$ cat src/rtl/proto_timer_pkg.sv
package proto_timer_pkg;

  // Strobes and levels from control to datapath
  typedef struct packed {
    logic loadLong;    // load the long period, restart prescaler
    logic loadShort;   // load the short period, restart prescaler
    logic countEn;     // prescaler and counter may advance
    logic autoReload;  // on final tick reload instead of stopping at zero
    logic reloadLong;  // period used by an automatic reload
  } tmrCmd_t;

endpackage

$ cat src/rtl/proto_timer_dp.sv
module proto_timer_dp
  import proto_timer_pkg::*;
#(
  parameter int TICKS_PER_MS = 1000,
  parameter int LONG_MS      = 1000,
  parameter int SHORT_MS     = 100,
  parameter int CNT_W        = $clog2(LONG_MS + 1)
) (
  input  logic             clk,
  input  logic             rst_n,
  input  logic             tickIn,
  input  tmrCmd_t          cmd,
  output logic             finalTick,
  output logic [CNT_W-1:0] msCount
);

  localparam int PRE_W = (TICKS_PER_MS > 1) ? $clog2(TICKS_PER_MS) : 1;
  localparam logic [CNT_W-1:0] LONG_VAL  = CNT_W'(LONG_MS);
  localparam logic [CNT_W-1:0] SHORT_VAL = CNT_W'(SHORT_MS);

  logic anyLoad;
  logic preWrap;
  logic msTick;

  assign anyLoad = cmd.loadLong | cmd.loadShort;

  generate
    if (TICKS_PER_MS > 1) begin : g_prescale
      logic [PRE_W-1:0] preCnt;
      assign preWrap = (preCnt == PRE_W'(TICKS_PER_MS - 1));
      always_ff @(posedge clk) begin
        if (!rst_n) begin
          preCnt <= '0;
        end else if (anyLoad) begin
          preCnt <= '0;
        end else if (cmd.countEn && tickIn) begin
          preCnt <= preWrap ? '0 : preCnt + 1'b1;
        end
      end
    end else begin : g_direct
      assign preWrap = 1'b1;
    end
  endgenerate

  assign msTick    = cmd.countEn & tickIn & preWrap & ~anyLoad;
  assign finalTick = msTick & (msCount == CNT_W'(1));

  always_ff @(posedge clk) begin
    if (!rst_n) begin
      msCount <= '0;
    end else if (anyLoad) begin
      msCount <= cmd.loadLong ? LONG_VAL : SHORT_VAL;
    end else if (finalTick) begin
      if (cmd.autoReload) msCount <= cmd.reloadLong ? LONG_VAL : SHORT_VAL;
      else                msCount <= '0;
    end else if (msTick && msCount != '0) begin
      msCount <= msCount - 1'b1;
    end
  end

  // with no enable and no load the count holds
  assert_hold_when_stopped_R5: assert property (@(posedge clk) disable iff (!rst_n)
    (!cmd.countEn && !anyLoad) |=> $stable(msCount));

  // the count never exceeds the long period
  assert_count_range_R2: assert property (@(posedge clk) disable iff (!rst_n)
    msCount <= LONG_VAL);

  // a final tick without auto reload leaves zero
  assert_zero_after_stop_R7: assert property (@(posedge clk) disable iff (!rst_n)
    (finalTick && !cmd.autoReload) |=> (msCount == '0));

endmodule

$ cat src/rtl/proto_timer_ctrl.sv
module proto_timer_ctrl
  import proto_timer_pkg::*;
(
  input  logic    clk,
  input  logic    rst_n,
  input  logic    runBit,
  input  logic    modeBit,
  input  logic    longSel,
  input  logic    busReset,
  input  logic    statusClr,
  input  logic    finalTick,
  output tmrCmd_t cmd,
  output logic    armed,
  output logic    expirePulse,
  output logic    status
);

  logic runPrev;
  logic runRise;
  logic runFall;
  logic busLoad;

  assign runRise = runBit & ~runPrev;
  assign runFall = ~runBit & runPrev;
  assign busLoad = modeBit & busReset;

  always_comb begin
    cmd.loadLong   = busLoad | (runRise & longSel);
    cmd.loadShort  = runRise & ~longSel & ~busLoad;
    cmd.countEn    = armed & (runBit | (modeBit & ~runFall));
    cmd.autoReload = ~modeBit;
    cmd.reloadLong = longSel;
  end

  always_ff @(posedge clk) begin
    if (!rst_n) begin
      runPrev     <= 1'b0;
      armed       <= 1'b0;
      expirePulse <= 1'b0;
      status      <= 1'b0;
    end else begin
      runPrev     <= runBit;
      expirePulse <= finalTick;
      status      <= finalTick | (status & ~statusClr);
      if (cmd.loadLong || cmd.loadShort)      armed <= 1'b1;
      else if (runFall)                       armed <= 1'b0;
      else if (!modeBit && !runBit)           armed <= 1'b0;
      else if (finalTick && modeBit)          armed <= 1'b0;
    end
  end

  // status holds unless cleared
  assert_status_sticky_R9: assert property (@(posedge clk) disable iff (!rst_n)
    (status && !statusClr) |=> status);

  // an expiry event is always reflected in status
  assert_status_on_expiry_R9: assert property (@(posedge clk) disable iff (!rst_n)
    expirePulse |-> status);

  // a bus reset in bus-reset mode arms the timer
  assert_busreset_arms_R6: assert property (@(posedge clk) disable iff (!rst_n)
    (modeBit && busReset) |=> armed);

  // expiry in bus-reset mode leaves the timer idle
  assert_idle_after_expiry_R7: assert property (@(posedge clk) disable iff (!rst_n)
    (finalTick && modeBit) |=> !armed);

  // a bus reset in normal mode cannot start a stopped timer
  assert_busreset_ignored_R8: assert property (@(posedge clk) disable iff (!rst_n)
    (!modeBit && !armed && busReset && !runRise) |=> !armed);

endmodule

$ cat src/rtl/proto_timer.sv
module proto_timer
  import proto_timer_pkg::*;
#(
  parameter int TICKS_PER_MS = 1000,
  parameter int LONG_MS      = 1000,
  parameter int SHORT_MS     = 100,
  parameter int CNT_W        = $clog2(LONG_MS + 1)
) (
  input  logic             clk,
  input  logic             rst_n,
  input  logic             tickIn,
  input  logic             runBit,
  input  logic             modeBit,
  input  logic             longSel,
  input  logic             busReset,
  input  logic             statusClr,
  output logic             expireEvt,
  output logic             timerStatus,
  output logic             timerArmed,
  output logic [CNT_W-1:0] msRemaining
);

  tmrCmd_t cmd;
  logic    finalTick;

  proto_timer_ctrl u_ctrl (
    .clk         (clk),
    .rst_n       (rst_n),
    .runBit      (runBit),
    .modeBit     (modeBit),
    .longSel     (longSel),
    .busReset    (busReset),
    .statusClr   (statusClr),
    .finalTick   (finalTick),
    .cmd         (cmd),
    .armed       (timerArmed),
    .expirePulse (expireEvt),
    .status      (timerStatus)
  );

  proto_timer_dp #(
    .TICKS_PER_MS (TICKS_PER_MS),
    .LONG_MS      (LONG_MS),
    .SHORT_MS     (SHORT_MS),
    .CNT_W        (CNT_W)
  ) u_dp (
    .clk       (clk),
    .rst_n     (rst_n),
    .tickIn    (tickIn),
    .cmd       (cmd),
    .finalTick (finalTick),
    .msCount   (msRemaining)
  );

endmodule

$ cat config.mk
export PLATFORM = sky130hd
export DESIGN_NAME = proto_timer
export DESIGN_NICKNAME = d
export VERILOG_FILES = /design/src/rtl/proto_timer_pkg.sv /design/src/rtl/proto_timer_dp.sv /design/src/rtl/proto_timer_ctrl.sv /design/src/rtl/proto_timer.sv
export SDC_FILE = /design/constraint.sdc
export NUM_CORES = 1
export LEC_CHECK = 0
export ABC_AREA = 0
export CORE_UTILIZATION = 47
export CTS_BUF_LIST = sky130_fd_sc_hd__clkbuf_4
export DETAILED_ROUTE_END_ITERATION = 10
export HOLD_SLACK_MARGIN = 0.12
export PLACE_DENSITY = 0.74
export SLEW_MARGIN = 30
export SYNTH_ARGS = -nofsm -noshare
export SYNTH_HDL_FRONTEND = slang
export SYNTH_SLANG_ARGS = --single-unit
$ cat constraint.sdc
create_clock -name clk -period 2.1 [get_ports clk]
set_clock_uncertainty 0.05 [all_clocks]
set_input_delay 0.21 -clock clk [delete_from_list [all_inputs] [get_ports clk]]
set_output_delay 0.21 -clock clk [all_outputs]
set_load 0.05 [all_outputs]
==> run_results.csv <==
group,metric,value,unit
synthesis,syn_area,1310,µm²
synthesis,synth_largest_area_cell,"dfxtp_1",
critical_path,critPathBufInv,1,
critical_path,crit_slowest_cell,"or4_4",
floorplan,io_pins,21,
place,globalplace.congestion,0.927,
sta,rsz0062_at_grt,"true",
grt,grt_first_pass_wirelength,5460,µm
drt,routedWlPerCell,14.9,µm
cts,cts-root-buf,"clkbuf_4",
final_layout,syn_to_final_growth,45.6,%
grt,grt_max_degree,14,
cts,cts_tree,"yes",
critical_path,cp-start-kind,"flip-flop",
critical_path,cpPeakStageDelay,0.54,ns
sta,slew-limit-headroom,66.7,%
synthesis,synth-seq-cells,24,
drt,ant_nets,0,
cts,clkLatencyLatePin,0.33,ns
sta,timing.final.ws_setup,0.0423,ns
cts,clk_path_buf_depth,2,
pwr,irDropWorstVdd,0.000561,V
critical_path,endpoint_kind,"flip-flop",
synthesis,synth_area_leaders,"dfxtp_1 37%, nor2_1 5.7%, nand2_1 4.9%",
final_layout,fin_cells,243,
synthesis,synth_edf_count,0,
critical_path,crit_cells,7,
drt,wl,3620,µm
pwr,p_leak,0.738,nW
sta,setup_viol,0,
sta,slew_viol_final,0,
synthesis,yosysWarnings,0,
cts,path_clk_slew,0.14,ns
floorplan,core.rowCount,18,
critical_path,worstPathCellList,"nand2_1, or4_4, nor4_4, buf_4, mux2i_1, nor3_1, o31a_1",
place,dpl.hpwl,2670,µm
floorplan,fp.dieW,54.8,µm
critical_path,critical-path-top-delay-family,"simple AND/OR/NAND/NOR gates",
cts,cts_htree_levels,1,
synthesis,synth.most_common_cell,"dfxtp_1",
synthesis,syn_area_per_cell,8.40,µm²
sta,post-route-period-util,98.0,%
critical_path,crit_type,"reg2reg",
floorplan,start_util,51.5,%
critical_path,reg2reg_depth,7,
final_layout,fillers,197,
hold_path,hold_depth,2,
critical_path,cp_max_fo,3,
synthesis,synth.top_cells.by_count,"24 x dfxtp_1, 20 x nor2_1, 17 x nand2_1, 7 x xor2_1, 6 x nand3_1",
drt,via_count,1392,
drt,viasPerCell,5.73,
synthesis,synth_top_area_share,36.7,%
final_layout,diodes,0,
grt,antenna_found_initial,0,
place,pre_cts_ws,-0.267,ns
drt,drt_pass1_iterations,6,
cts,cts-hold-fix-buffers,0,
final_layout,nets,225,
floorplan,dieArea,3000,µm²
synthesis,synth-seq-area-share,36.7,%
hold_path,hp-class,"reg2reg",
floorplan,die_h,54.8,µm
synthesis,ys_types,43,
sta,final-hold-violation-count,0,
drt,route.detailed.drc,0,
grt,overflow,0,
synthesis,synth_fp_nets,167,
place,place_inst,236,
cts,clock-sinks,24,
critical_path,cp.required,2.28,ns
sta,max_freq,486,MHz
floorplan,fp.coreArea,2540,µm²
job,maxCapViolations,0,
cts,cts_made_buffers,3,
sta,period_minus_slack,2.06,ns
grt,grt_pass1_vias,1226,
final_layout,drive_above_1_share,30.5,%
place,io_buffers,20,
outcome,status,"finished clean",
critical_path,worstPathArrival,2.24,ns
synthesis,async_reset_ff_share,0,%
sta,tightest_slew,0.498,ns
pwr,power_density,525,nW/µm²
synthesis,synth_cells,156,
grt,gr-usage-all-layers,25.7,%
synthesis,ys.flop_type,"dfxtp_1",
drt,drt_iter0_drc,58,
-- power breakdown --
group          switching [W]  internal (W)  leakage (nW)
registers          0.0000272      0.000475         0.202
clock network       0.000149     0.0000698        0.0154
logic               0.000163      0.000117         0.521
total               0.000339      0.000662         0.738
-- routing by layer --
layer	routed length [µm]	vias up	global-route usage, %
li1	-	684	-
met3	232	13	3.33
met2	1620	55	39.2
met4	76	0	9.83
met1	1680	640	36.2
met5	0	-	0
-- tightest hold or removal path, cell delays in order (launching register included) --
cell and delay (ns):
dfxtp_1 0.33, nand2b_1 0.06, a21boi_1 0.05
-- final cells by class --
| cell class | count | area (µm²) | share of cell area, % |
|---|---|---|---|
| clock inverter | 1 | 3.75 | 0.197 |
| inverter | 5 | 18.8 | 0.984 |
| tap | 30 | 37.5 | 1.97 |
| multi-input combinational | 125 | 865 | 45.3 |
| timing repair buffer | 55 | 463 | 24.3 |
| clock buffer | 3 | 22.5 | 1.18 |
| sequential | 24 | 497 | 26.0 |
-- cell families (layout without fill, tap and decap cells) --
group | count (synthesis) | count (layout) | share of synthesized area, %
buffers and inverters | 7 | 64 | 2.01
adder cells (fa/ha/maj) | 3 | 3 | 2.87
multiplexers | 1 | 1 | 0.764
flip-flops | 24 | 24 | 36.7
XOR/XNOR | 12 | 12 | 8.02
AND/OR/NAND/NOR | 80 | 80 | 33.9
AO/OA/AOI/OAI | 29 | 29 | 15.8
-- metrics by stage --
step / total power [W] / setup TNS, ns / utilization, % / hold slack [ns] / cell area (µm²)
2_1_floorplan: 0.000664 / 0 / - / 0.282 / 1330
3_3_place_gp: 0.000772 / -1.46 / 70.7 / 0.405 / 1800
3_5_place_dp: 0.000777 / -1.73 / 70.7 / 0.410 / 1800
4_1_cts: 0.000987 / 0 / 72.8 / 0.428 / 1850
5_1_grt: 0.00104 / -0.147 / 74.9 / 0.471 / 1910
6_report: 0.00100 / 0 / 74.9 / 0.429 / 1910
-- path summary, 6_finish.rpt --
check / startpoint / end / slack, ns
worst max-delay path: u_dp.g_prescale.preCnt[9] / u_dp.msCount[2] / 0.04
worst max register to register: u_dp.g_prescale.preCnt[9] / u_dp.msCount[2] / 0.04
worst min register to register: u_ctrl.status / u_ctrl.status / 0.43
worst min-delay path: u_ctrl.status / u_ctrl.status / 0.43
-- state kept, by name (all words and copies together), names as in the netlist --
name	count
u_ctrl.armed	1
u_ctrl.expirePulse	1
u_ctrl.runPrev	1
u_ctrl.status	1
u_dp.g_prescale.preCnt	10
u_dp.msCount	10
-- layout by cell type, fill, tap and decap left out, types with 6 or more instances in the layout --
cell	n
buf_4	35
clkdlybuf4s50_1	20
dfxtp_1	11
dfxtp_2	13
nand2_1	16
nand3_1	6
nor2_1	20
xor2_1	7
-- repair_timing --
action | CTS | global route
endpoints found under the setup margin | 4 | 9
setup buffers | 1 | 2
resized for setup | 4 | 10
gates cloned | 0 | 0
pin swaps | 1 | 0
Note: power is estimated with default switching activity, not from simulation.
